`src/rtl/irq_pin_pkg.sv`:
```
// Package: shared bit positions, masks and the configuration record for
// the interrupt pin controller. Assumes an 8-bit register image.
package irq_pin_pkg;

    localparam int REG_W        = 8;
    localparam int BIT_PULL_OFF = 6;
    localparam int BIT_POL_HIGH = 5;
    localparam int BIT_PIN_EN   = 4;
    localparam int BIT_FLAG     = 3;
    localparam int BIT_ACK      = 2;
    localparam int BIT_INT_EN   = 1;
    localparam int BIT_LVL_MODE = 0;

    typedef struct packed {
        logic pull_off;
        logic pol_high;
        logic pin_en;
        logic int_en;
        logic lvl_mode;
    } irq_cfg_t;

endpackage

```
`src/rtl/irq_pin_sync.sv`:
```
// Module: irq_pin_sync
// Brings the asynchronous pin into the clock domain through a chain of
// STAGES flops. Assumes STAGES >= 1; every stage resets to 0.
module irq_pin_sync #(
    parameter int STAGES = 2
) (
    input  logic clk,
    input  logic rst_n,
    input  logic din,
    output logic dout
);

    logic [STAGES-1:0] chain;

    generate
        if (STAGES == 1) begin : g_single
            // Single sampling flop.
            always_ff @(posedge clk) begin
                if (!rst_n) chain <= '0;
                else        chain <= din;
            end
        end else begin : g_multi
            // Shift the pin sample through the chain.
            always_ff @(posedge clk) begin
                if (!rst_n) chain <= '0;
                else        chain <= {chain[STAGES-2:0], din};
            end
        end
    endgenerate

    assign dout = chain[STAGES-1];

endmodule

```
`src/rtl/irq_pin_detect.sv`:
```
// Module: irq_pin_detect
// Finds the selected edge on the synchronized pin and keeps the event
// flag. Set takes priority over acknowledge. In level mode, acknowledge
// is blocked while the pin sits at its active level. The previous-sample
// register always reloads from the live sample, so while the function is
// off the history follows the pin and re-enabling sees no stale edge.
module irq_pin_detect
    import irq_pin_pkg::*;
(
    input  logic     clk,
    input  logic     rst_n,
    input  logic     pin_s,
    input  irq_cfg_t cfg,
    input  logic     ack_pulse,
    output logic     flag
);

    logic prev_s;
    logic rise;
    logic fall;
    logic hit;
    logic active_lvl;
    logic hold;

    // Remember the last synchronized sample for edge comparison.
    always_ff @(posedge clk) begin
        if (!rst_n) prev_s <= 1'b0;
        else        prev_s <= pin_s;
    end

    // Classify the current sample against history and the settings.
    always_comb begin
        rise       = pin_s & ~prev_s;
        fall       = ~pin_s & prev_s;
        hit        = cfg.pin_en & (cfg.pol_high ? rise : fall);
        active_lvl = cfg.pin_en & (pin_s == cfg.pol_high);
        hold       = cfg.lvl_mode & active_lvl;
    end

    // Event flag: set wins, acknowledge clears unless the level holds it.
    always_ff @(posedge clk) begin
        if (!rst_n)                flag <= 1'b0;
        else if (hit)              flag <= 1'b1;
        else if (ack_pulse && !hold) flag <= 1'b0;
    end

    p_edge_sets_flag_r3: assert property (@(posedge clk) disable iff (!rst_n)
        hit |=> flag);

    p_quiet_when_off_r5: assert property (@(posedge clk) disable iff (!rst_n)
        (!cfg.pin_en && !flag) |=> !flag);

    p_ack_clears_r6: assert property (@(posedge clk) disable iff (!rst_n)
        (ack_pulse && !hit && !hold) |=> !flag);

    p_level_holds_r7: assert property (@(posedge clk) disable iff (!rst_n)
        (flag && hold) |=> flag);

    p_set_wins_r8: assert property (@(posedge clk) disable iff (!rst_n)
        (hit && ack_pulse) |=> flag);

endmodule

```
`src/rtl/irq_pin_regs.sv`:
```
// Module: irq_pin_regs
// Holds the control bits of the register, builds the read image and
// turns a write of 1 to the acknowledge bit into a one-cycle pulse.
// Assumes single-cycle bus strobes; read data is combinational.
module irq_pin_regs
    import irq_pin_pkg::*;
#(
    parameter int              ADDR_W   = 4,
    parameter logic [ADDR_W-1:0] REG_ADDR = '0
) (
    input  logic              clk,
    input  logic              rst_n,
    input  logic [ADDR_W-1:0] bus_addr,
    input  logic              bus_we,
    input  logic              bus_re,
    input  logic [REG_W-1:0]  bus_wdata,
    input  logic              flag,
    output logic [REG_W-1:0]  bus_rdata,
    output irq_cfg_t          cfg,
    output logic              ack_pulse
);

    logic             sel;
    logic [REG_W-1:0] image;

    assign sel       = (bus_addr == REG_ADDR);
    assign ack_pulse = bus_we & sel & bus_wdata[BIT_ACK];

    // Capture the writable control fields on an addressed write.
    always_ff @(posedge clk) begin
        if (!rst_n) begin
            cfg <= '0;
        end else if (bus_we && sel) begin
            cfg.pull_off <= bus_wdata[BIT_PULL_OFF];
            cfg.pol_high <= bus_wdata[BIT_POL_HIGH];
            cfg.pin_en   <= bus_wdata[BIT_PIN_EN];
            cfg.int_en   <= bus_wdata[BIT_INT_EN];
            cfg.lvl_mode <= bus_wdata[BIT_LVL_MODE];
        end
    end

    // Assemble the read image; reserved and acknowledge bits stay 0.
    always_comb begin
        image               = '0;
        image[BIT_PULL_OFF] = cfg.pull_off;
        image[BIT_POL_HIGH] = cfg.pol_high;
        image[BIT_PIN_EN]   = cfg.pin_en;
        image[BIT_FLAG]     = flag;
        image[BIT_INT_EN]   = cfg.int_en;
        image[BIT_LVL_MODE] = cfg.lvl_mode;
        bus_rdata           = (bus_re && sel) ? image : '0;
    end

    p_rsvd_read_zero_r2: assert property (@(posedge clk) disable iff (!rst_n)
        bus_re |-> (bus_rdata[7] == 1'b0 && bus_rdata[BIT_ACK] == 1'b0));

    p_idle_bus_zero_r12: assert property (@(posedge clk) disable iff (!rst_n)
        !bus_re |-> (bus_rdata == '0));

endmodule

```
`src/rtl/irq_pin_ctrl.sv`:
```
// Module: irq_pin_ctrl (top)
// External interrupt pin controller: synchronizer, edge/level detector
// and register. Drives the interrupt and the pad pull request. Assumes
// the pin is asynchronous and the bus is synchronous to clk.
module irq_pin_ctrl
    import irq_pin_pkg::*;
#(
    parameter int                ADDR_W        = 4,
    parameter logic [ADDR_W-1:0] REG_ADDR      = '0,
    parameter int                SYNC_STAGES   = 2,
    parameter logic              PULL_WHEN_OFF = 1'b1
) (
    input  logic              clk,
    input  logic              rst_n,
    input  logic [ADDR_W-1:0] bus_addr,
    input  logic              bus_we,
    input  logic              bus_re,
    input  logic [7:0]        bus_wdata,
    output logic [7:0]        bus_rdata,
    input  logic              pin_in,
    output logic              irq_out,
    output logic              pull_en
);

    irq_cfg_t cfg;
    logic     ack_pulse;
    logic     flag;
    logic     pin_s;

    irq_pin_regs #(
        .ADDR_W   (ADDR_W),
        .REG_ADDR (REG_ADDR)
    ) u_regs (
        .clk       (clk),
        .rst_n     (rst_n),
        .bus_addr  (bus_addr),
        .bus_we    (bus_we),
        .bus_re    (bus_re),
        .bus_wdata (bus_wdata),
        .flag      (flag),
        .bus_rdata (bus_rdata),
        .cfg       (cfg),
        .ack_pulse (ack_pulse)
    );

    irq_pin_sync #(
        .STAGES (SYNC_STAGES)
    ) u_sync (
        .clk   (clk),
        .rst_n (rst_n),
        .din   (pin_in),
        .dout  (pin_s)
    );

    irq_pin_detect u_detect (
        .clk       (clk),
        .rst_n     (rst_n),
        .pin_s     (pin_s),
        .cfg       (cfg),
        .ack_pulse (ack_pulse),
        .flag      (flag)
    );

    // Outputs: gated interrupt and pad pull request.
    always_comb begin
        irq_out = flag & cfg.int_en;
        pull_en = cfg.pin_en ? (~cfg.pull_off & ~cfg.pol_high) : PULL_WHEN_OFF;
    end

    p_rising_pull_off_r10: assert property (@(posedge clk) disable iff (!rst_n)
        (cfg.pin_en && cfg.pol_high) |-> !pull_en);

endmodule

```
`config.mk`:
```
export PLATFORM = sky130hd
export DESIGN_NAME = irq_pin_ctrl
export DESIGN_NICKNAME = d
export VERILOG_FILES = /design/src/rtl/irq_pin_pkg.sv /design/src/rtl/irq_pin_sync.sv /design/src/rtl/irq_pin_detect.sv /design/src/rtl/irq_pin_regs.sv /design/src/rtl/irq_pin_ctrl.sv
export SDC_FILE = /design/constraint.sdc
export NUM_CORES = 1
export LEC_CHECK = 0
export BUFFER_PORTS_ARGS = -buffer_cell sky130_fd_sc_hd__buf_2
export CORE_MARGIN = 5
export CORE_UTILIZATION = 30
export DETAILED_ROUTE_END_ITERATION = 7
export PLACE_DENSITY = 0.6
export SYNTH_ARGS = -nofsm -noshare
export SYNTH_HDL_FRONTEND = slang
export SYNTH_SLANG_ARGS = --single-unit
```
`constraint.sdc`:
```
create_clock -name clk -period 2.8 [get_ports clk]
set_input_delay 0.56 -clock clk [delete_from_list [all_inputs] [get_ports clk]]
set_output_delay 0.56 -clock clk [all_outputs]
set_load 0.02 [all_outputs]
```
==> results of run 1 <==
## report_power, final
| part | switching, W | internal, W | total [W] |
|---|---|---|---|
| Clock | 0.0000415 | 0.0000547 | 0.0000961 |
| Combinational | 0.0000135 | 0.0000114 | 0.0000249 |
| Sequential | 0.00000148 | 0.000131 | 0.000132 |
| Total | 0.0000564 | 0.000197 | 0.000253 |
## logic make-up (layout without fill, tap and decap cells)
group           count (synthesis)  in the layout  synth area share, %
buf+inv                         3             26                4.260
flops                           9              9                40.91
simple gates                   24             24                34.37
other cells                     1              2               0.8515
xor+xnor                        2              2                3.978
mux                             5              5                11.36
compound gates                  3              3                4.260
## area by class of cell
class | instances | share of cell area [%]
Multi-Input combinational cell | 36 | 42.24
Sequential cell | 9 | 31.03
Timing Repair Buffer | 22 | 18.97
Clock buffer | 4 | 4.526
Tap cell | 15 | 3.233
## per-stage QoR
stage          worst slack [ns]  utilization (%)  power (W)  hold WS [ns]  cells
2_1_floorplan            0.9814                -  0.0001482        0.4119     48
6_report                 0.7105            43.00  0.0002533        0.4309     86
3_3_place_gp             0.7118            41.06  0.0001597        0.4152     82
3_5_place_dp             0.6992            41.06  0.0001603        0.4179     82
4_1_cts                  0.6994            43.00  0.0002581        0.4320     86
5_1_grt                  0.6209            43.00  0.0002676        0.4643     86
## worst reg2reg max path, delay by kind of cell, from the launching register on
| kind | cells | cell delay [ns] |
|---|---|---|
| xor+xnor | 1 | 0.15 |
| flops | 1 | 0.36 |
| compound gates | 2 | 0.25 |
## synth_stat cells
master    number  area (µm²)
conb_1         1       3.750
o32ai_1        1       8.760
buf_4          2       15.01
mux2i_1        5       50.05
and3_2         7       52.55
nand2_4        1       11.26
clkbuf_1       1       3.750
nand2_1       11       41.29
xor2_1         2       17.52
and2_1         4       25.02
a21oi_1        1       5.000
dfxtp_1        9       180.2
o21ai_0        1       5.000
nor4_4         1       21.27
## registers in the layout, indices dropped and copies added (netlist names)
register and cells:
u_detect.flag 1, u_sync.chain 2, u_detect.prev_s 1, u_regs.cfg 5
## per-layer routing
metal / track usage (%) / vias to the layer above
met3: 4.587 / 5
li1: - / 205
met1: 10.46 / 153
met4: 6.912 / 0
met2: 10.87 / 24
met5: 0 / -
## worst paths after layout
kind                     end  slack (ns)  cells past startpoint
max             bus_rdata[4]        0.71                      4
max reg2reg    u_detect.flag        1.94                      3
min          u_sync.chain[1]        0.43                      1
min reg2reg  u_sync.chain[1]        0.43                      1
==> summary.md, run 1 <==
| Metric | Value |
|---|---|
| Pre-antenna DRT Iters | 2 |
| Antenna diodes | 0 |
| Crit path largest cell delay | 0.45 ns |
| Lkg Pwr | 0.3342 nW |
| Total CTS buffers | 3 |
| Seq/Total Area, Yosys | 40.91% |
| Fill cells | 152 |
| Most common cell after layout, fill and taps aside | buf_2 |
| Hold_sp | u_sync.chain[0] |
| Achievable Freq | 478.6 MHz |
| Placement Cell Area | 554.3 µm² |
| Placer Congestion | 0.6906 |
| Die area | 0.002334 mm² |
| Crit path launch type | primary input |
| Htree depth | 1 |
| 1st-iter DRT viols | 4 |
| Core area | 0.001350 mm² |
| Setup Fix Bufs, Post-CTS | 0 |
| Unrepaired setup endpoints after global routing | no |
| Routed Antenna Nets | 0 |
| Clk buf depth | 2 |
| Max FO, Critical Path | 8 |
| Tot GR Track Use | 8.611% |
| Pwr/cell area | 436.4 mW/mm² |
| CP Class | in -> out |
| Commonest non-fill, non-tap cells in the layout | buf_2 (22), nand2_1 (11), dfxtp_1 (9) |
| Multi-input combinational cell area | 245.2 µm² |
| Synthesized area | 440.4 µm² |
| #FFs+latches synth | 9 |
| Crit-path slowest cell | nor4_4 |
| Clk slew on worst S/H paths | 0.06 ns |
| Mapped Cells | 47 |
| Number of max-slew violations in the final report | 0 |
| VDD IR max | 234.8 µV |
| Hpwl dp | 753.1 µm |
| Largest net degree at the start of global routing | 15 |
| Clk Latency, worst-skew pair | 0.25 ns |
| Critical path endpoint category | output port |
| Starting Density | 32.62% |
| Vias in the first global route | 394 |
| Via count | 387 |
| Buffers & Inverters on Critical Path | 2 |
| Root Buffer | clkbuf_4 |
| Final WL | 932 µm |
| Period minus WS final | 2.089 ns |
| First-pass GRT wire length | 1635 µm |
| Synthesized area per cell | 9.371 µm² |
| Required @ worst endpoint | 2.24 ns |
| WL met2 | 349 µm |
| Worst r2r src | u_sync.chain[1] |
| Post-Route M1 WL | 407 µm |
| # IOs | 27 |
| Drt wl/cell | 10.84 µm |
| Count of different cell masters after synthesis | 14 |
| Post-route cell area | 580.6 µm² |
| DR WL met3 | 143 µm |
| Die W | 48.32 µm |
| Post-route clock period utilization | 74.62% |
| CP startpoint | bus_addr[3] |
| CTS Hold Bufs | 0 |
| CP Cell Sequence | buf_2, nor4_4, and3_2, buf_2 |
| CTS tree | built |
| Via/cell ratio | 4.500 |
| CTS resizes | 0 |
| Die Y | 48.32 µm |
| CP dominant cell by count | buf_2 |
| Worst Skew | 0.0002470 ns |
| Max-Cap Viols | 0 |
| Setup_tns | 0 ns |
| Crit path max-delay family | simple AND/OR/NAND/NOR gates |
| DRC Markers | 0 |
| Grt ovf | 0 |
| Max Used Layer | met4 |
| # rows | 13 |
| Fin. Hold Viols | 0 |
| Port bufs | 22 |
| Status | complete, no violations |
| Setup Viol. Count Final | 0 |
| Area grow syn2layout | 31.82% |
| Clk sinks | 9 |
| Arr. time, crit path | 1.53 ns |
| Hold Path Class | reg -> reg |
| Antenna violations before repair | 0 |
| Nets@finish | 89 |
| Layout cells sized above 1 | 47.89% |
| Register Area | 180.2 µm² |
| Warnings, synthesis | 0 |
Power figures use the tool's default switching activity.
==> run 2, diff against run 1 <==
PLACE_DENSITY = 0.63   (was 0.6)
clock period = 1.9 ns   (was 2.8 ns; I/O delays follow)
==> summary.md, run 2 (same netlist as run 1, synthesis figures left out) <==
| Metric | Value |
|---|---|
| PnR Total Power | 0.0003735 W (was 0.0002533 W) |
| Die area | 0.002334 mm² (unchanged) |
| Total CTS buffers | 3 (unchanged) |
| Achievable Freq | 577.8 MHz |
| Antenna diodes | 0 (unchanged) |
| Via/cell ratio | 4.500 (unchanged) |
| Commonest non-fill, non-tap cells in the layout | buf_2 (22), nand2_1 (11), dfxtp_1 (9) (unchanged) |
| Last element of the critical path | bus_rdata[5] (was bus_rdata[4]) |
| Largest register FFs | 5 (unchanged) |
| Area grow syn2layout | 31.82% (unchanged) |
| Pwr/cell area | 643.4 mW/mm² (was 436.4 mW/mm²) |
| Post-route clock period utilization | 91.10% |
| Unrepaired setup endpoints after global routing | no (unchanged) |
| Critical path endpoint category | output port (unchanged) |
| Lkg Pwr | 0.3342 nW (unchanged) |
| Biggest register | u_regs.cfg (unchanged) |
| Pre-antenna DRT Iters | 2 (unchanged) |
| Port bufs | 22 (unchanged) |
| Routed Antenna Nets | 0 (unchanged) |
| Max-Cap Viols | 0 (unchanged) |
| Placer Congestion | 0.7037 (was 0.6906) |
| Worst R2R Path Depth | 3 (unchanged) |
| CP Class | in -> out (unchanged) |
| # IOs | 27 (unchanged) |
| Required @ worst endpoint | 1.52 ns (was 2.24 ns) |
| Drt wl/cell | 11.02 µm (was 10.84 µm) |
| Multi-input combinational cell area | 245.2 µm² (unchanged) |
| Htree depth | 1 (unchanged) |
| Worst reg2reg endpoint | u_detect.flag (unchanged) |
| # rows | 13 (unchanged) |
| Tot GR Track Use | 8.192% (was 8.611%) |
| Clk buf depth | 2 (unchanged) |
| Grt ovf | 0 (unchanged) |
| Post-route cell area | 580.6 µm² (unchanged) |
| CP startpoint | bus_addr[3] (unchanged) |
| Fill cells | 136 (was 152) |
| Setup Fix Bufs, Post-CTS | 0 (unchanged) |
| Worst Skew | 0.002368 ns (was 0.0002470 ns) |
| Register Area | 180.2 µm² (unchanged) |
| Max FO, Critical Path | 8 (unchanged) |
| CTS resizes | 0 (unchanged) |
| Worst r2r src | u_sync.chain[1] (unchanged) |
| Largest net degree at the start of global routing | 15 (unchanged) |
| Root Buffer | clkbuf_4 (unchanged) |
| VDD IR max | 236.3 µV (was 234.8 µV) |
| Core area | 0.001350 mm² (unchanged) |
| First-pass GRT wire length | 1524 µm (was 1635 µm) |
| Crit path launch type | primary input (unchanged) |
| Antenna violations before repair | 0 (unchanged) |
| Clk slew on worst S/H paths | 0.06 ns (about the same) |
| Status | complete, no violations (unchanged) |
| Setup Viol. Count Final | 0 (unchanged) |
| Top flop regs | u_regs.cfg (5), u_sync.chain (2) (unchanged) |
| CTS tree | built (unchanged) |
| CTS Hold Bufs | 0 (unchanged) |
| Setup_tns | 0 ns (unchanged) |
| DRC Markers | 0 (unchanged) |
| Starting Density | 32.62% (unchanged) |
| Hold Path Class | in -> reg (was reg -> reg) |
| Fin. Hold Viols | 0 (unchanged) |
| Number of max-slew violations in the final report | 0 (unchanged) |
| Arr. time, crit path | 1.35 ns (was 1.53 ns) |
| Clk sinks | 9 (unchanged) |
| Nets@finish | 89 (unchanged) |
| Layout cells sized above 1 | 47.89% (unchanged) |
| Die W | 48.32 µm (unchanged) |
| Period minus WS final | 1.731 ns |
| 1st-iter DRT viols | 8 (was 4) |
| Placement Cell Area | 554.3 µm² (unchanged) |
| Most common cell after layout, fill and taps aside | buf_2 (unchanged) |
| Via count | 387 (unchanged) |
| R2R Setup Slk | 1.01 ns (was 1.94 ns) |
| Clk Latency, worst-skew pair | 0.25 ns (about the same) |
| Die Y | 48.32 µm (unchanged) |
| Final core utilization | 43.00% (unchanged) |
| Vias in the first global route | 351 (was 394) |
| Final WL | 948 µm (was 932 µm) |
-- run 2: cell counts in the layout (fill, tap and decap cells not counted) --
No cell type changed its count.
-- run 2: worst max-delay path, stage by stage --
cell and delay, ns:
buf_2 0.11, nor4_4 0.46, and3_2 0.24, buf_2 0.16
-- run 2: worst min-delay path by stage --
stage | startpoint | to | slack, ns | cells after the start
after global placement | u_sync.chain[0] | u_sync.chain[1] | 0.41 | 1
after detailed placement | u_sync.chain[0] | u_sync.chain[1] | 0.42 | 1
after global routing | pin_in | u_sync.chain[0] | 0.33 | 2
after floorplan | u_sync.chain[0] | u_sync.chain[1] | 0.41 | 1
after CTS | pin_in | u_sync.chain[0] | 0.32 | 2
final | pin_in | u_sync.chain[0] | 0.33 | 2
-- run 2: layer usage --
layer	part of all wire (%)	vias up	track usage [%]
li1	-	202	-
met1	47	158	10.35
met2	37	25	9.565
met3	15	2	4.587
met4	1.3	0	6.912
met5	0	-	0
-- run 2: final cells by class --
type                       instances  area share, %
multi-input combinational         36          42.24
tap                               15          3.233
timing repair buffer              22          18.97
clock buffer                       4          4.526
sequential                         9          31.03
-- run 2: power breakdown --
group / total [W] / internal (W) / switching, W
Combinational: 0.0000369 / 0.0000168 / 0.0000201
Clock: 0.000141 / 0.0000805 / 0.0000609
Sequential: 0.000195 / 0.000193 / 0.00000245
-- run 2: stage by stage --
stage / hold slack (ns) / setup WS (ns) / cells
global route: 0.3345 / 0.1033 / 86
CTS: 0.3223 / 0.1591 / 86
floorplan: 0.4119 / 0.4414 / 48
detailed placement: 0.4227 / 0.1599 / 82
global placement: 0.4142 / 0.1819 / 82
finish: 0.3323 / 0.1692 / 86
==> run 3, diff against run 2 <==
--- a/config.mk
+++ b/config.mk
@@ -12,2 +12,4 @@
 export PLACE_DENSITY = 0.63
+export SKIP_LAST_GASP = 1
+export SLEW_MARGIN = 20
 export SYNTH_ARGS = -nofsm -noshare
==> constraint.sdc (replaced) <==
create_clock -name clk -period 1.9 [get_ports clk]
set_input_delay 0.19 -clock clk [delete_from_list [all_inputs] [get_ports clk]]
set_output_delay 0.19 -clock clk [all_outputs]
set_load 0.02 [all_outputs]
==> summary.md, run 3 (same netlist as run 1, synthesis figures left out) <==
| Metric | Value |
|---|---|
| Top flop regs | u_regs.cfg (5), u_sync.chain (2) (unchanged) |
| Hold path depth | 2 (unchanged) |
| Buffers & Inverters on Critical Path | 2 (unchanged) |
| Required @ worst endpoint | 1.71 ns (was 1.52 ns) |
| DRC Markers | 0 (unchanged) |
| Biggest register | u_regs.cfg (unchanged) |
| VDD IR max | 254.3 µV (was 236.3 µV) |
| Fill cells | 136 (unchanged) |
| Pwr/cell area | 640.2 mW/mm² (was 643.4 mW/mm²) |
| Placement Cell Area | 554.3 µm² (unchanged) |
| Fin. Hold Viols | 0 (unchanged) |
| Worst path depth | 4 (unchanged) |
| Post-route clock period utilization | 70.24% (was 91.10%) |
| Crit path max-delay family | simple AND/OR/NAND/NOR gates (unchanged) |
| Achievable Freq | 749.3 MHz (was 577.8 MHz) |
| Largest register FFs | 5 (unchanged) |
| Worst reg2reg endpoint | u_detect.flag (unchanged) |
| Clock power frac | 37.7% (was 37.9%) |
| CTS resizes | 0 (unchanged) |
| Core area | 0.001350 mm² (unchanged) |
| CTS tree | built (unchanged) |
| Tot GR Track Use | 8.055% (was 8.192%) |
| Internal Power | 0.0002900 W (was 0.0002901 W) |
| Period minus WS final | 1.335 ns (was 1.731 ns) |
| Area grow syn2layout | 31.82% (unchanged) |
| Post-Route M1 WL | 419 µm (was 442 µm) |
| Max Used Layer | met3 (was met4) |
| DR WL met3 | 133 µm (was 141 µm) |
| Comb pwr share | 9.8% (was 9.9%) |
| WL met2 | 340 µm (was 352 µm) |
| Clk sinks | 9 (unchanged) |
| Antenna violations before repair | 0 (unchanged) |
| Worst R2R Path Depth | 3 (unchanged) |
| Largest net degree at the start of global routing | 15 (unchanged) |
| Die W | 48.32 µm (unchanged) |
| PnR Total Power | 0.0003717 W (was 0.0003735 W) |
| Die area | 0.002334 mm² (unchanged) |
| CP Cell Sequence | buf_2, nor4_4, and3_2, buf_2 (unchanged) |
| Max FO, Critical Path | 8 (unchanged) |
| Clk Latency, worst-skew pair | 0.25 ns (about the same) |
| Htree depth | 1 (unchanged) |
| Final std cells w/o fill | 86 (unchanged) |
| Drt wl/cell | 10.38 µm (was 11.02 µm) |
| Lkg Pwr | 0.3342 nW (unchanged) |
| Die Y | 48.32 µm (unchanged) |
| Vias in the first global route | 366 (was 351) |
| Crit path launch type | primary input (unchanged) |
| Final WL | 893 µm (was 948 µm) |
| Placer Congestion | 0.7045 (was 0.7037) |
| Setup Fix Bufs, Post-CTS | 0 (unchanged) |
| Fin worst setup slack | 0.5655 ns (was 0.1692 ns) |
| # IOs | 27 (unchanged) |
| NetSw | 0.00008163 W (was 0.00008342 W) |
| First-pass GRT wire length | 1518 µm (was 1524 µm) |
| Reg power frac | 52.5% (was 52.3%) |
| CTS Hold Bufs | 0 (unchanged) |
| CP Class | in -> out (unchanged) |
| Via/cell ratio | 4.453 (was 4.500) |
| Via count | 383 (was 387) |
| Hold EP | u_sync.chain[0] (unchanged) |
| # rows | 13 (unchanged) |
| Placed instance count | 82 (unchanged) |
| Unrepaired setup endpoints after global routing | no (unchanged) |
| Total CTS buffers | 3 (unchanged) |
| Most common cell after layout, fill and taps aside | buf_2 (unchanged) |
| Worst Skew | 0.003152 ns (was 0.002368 ns) |
| Pre-antenna DRT Iters | 4 (was 2) |
| Starting Density | 32.62% (unchanged) |
| Setup Viol. Count Final | 0 (unchanged) |
| Critical path endpoint category | output port (unchanged) |
| Routed Antenna Nets | 0 (unchanged) |
| Clk buf depth | 2 (unchanged) |
| Nets@finish | 89 (unchanged) |
| Grt ovf | 0 (unchanged) |
| Arr. time, crit path | 1.14 ns (was 1.35 ns) |
| CP dominant cell by count | buf_2 (unchanged) |
| 1st-iter DRT viols | 11 (was 8) |
| Root Buffer | clkbuf_4 (unchanged) |
| Hpwl dp | 731.8 µm |
| Hold_sp | pin_in (unchanged) |
| Status | complete, no violations (unchanged) |
| Crit path largest cell delay | 0.45 ns (was 0.46 ns) |
| Number of max-slew violations in the final report | 0 (unchanged) |
| Crit-path slowest cell | nor4_4 (unchanged) |
| Switch share | 21.96% (was 22.33%) |
| Dpl ws | 0.5585 ns (was 0.1599 ns) |
| Hold Path Class | in -> reg (unchanged) |
| Layout cells sized above 1 | 47.89% (unchanged) |
| Port bufs | 22 (unchanged) |
| Antenna diodes | 0 (unchanged) |
| Worst r2r src | u_sync.chain[1] (unchanged) |
| R2R Setup Slk | 1.02 ns (was 1.01 ns) |
| Setup_tns | 0 ns (unchanged) |
| Commonest non-fill, non-tap cells in the layout | buf_2 (22), nand2_1 (11), dfxtp_1 (9) (unchanged) |
| Max-Cap Viols | 0 (unchanged) |
| Post-route cell area | 580.6 µm² (unchanged) |
| Clk slew on worst S/H paths | 0.06 ns (about the same) |
==> run 3: final cells by class <==
cell class                 count  area (µm²)  share of cell area, %
tap                           15       18.77                  3.233
timing repair buffer          22       110.1                  18.97
clock buffer                   4       26.28                  4.526
sequential                     9       180.2                  31.03
multi-input combinational     36       245.2                  42.24
==> run 3: layer usage <==
layer	track usage (%)	vias to the layer above
met1	10.68	154
met2	8.913	23
li1	-	206
met4	6.912	0
met3	4.281	0
met5	0	-
==> run 3: how the worst max path moves through the flow <==
stage / from / to / slack [ns]
after floorplan: bus_addr[3] / bus_rdata[0] / 0.82
after global placement: bus_addr[3] / bus_rdata[4] / 0.56
after detailed placement: bus_addr[3] / bus_rdata[5] / 0.56
final: bus_addr[3] / bus_rdata[5] / 0.57
after CTS: bus_addr[3] / bus_rdata[5] / 0.56
after global routing: bus_addr[3] / bus_rdata[5] / 0.50
==> run 3: stage by stage <==
step	hold WS [ns]	utilization (%)
6_report	0.1395	43.00
5_1_grt	0.1447	43.00
4_1_cts	0.1293	43.00
3_5_place_dp	0.3985	41.06
3_3_place_gp	0.3976	41.06
2_1_floorplan	0.3173	-
==> run 3: power groups by stage <==
stage	logic, W	registers [W]	clock network [W]
2_1_floorplan	0.0000197	0.000199	0
3_3_place_gp	0.0000363	0.000199	0
3_5_place_dp	0.0000371	0.000199	0
4_1_cts	0.0000371	0.000195	0.000148
5_1_grt	0.0000414	0.000195	0.000154
6_report	0.0000365	0.000195	0.000140
==> run 3: worst reg2reg max path, cell delays in order (launching register included) <==
cell and delay, ns:
dfxtp_1 0.37, xor2_1 0.15, a21oi_1 0.06, o32ai_1 0.21
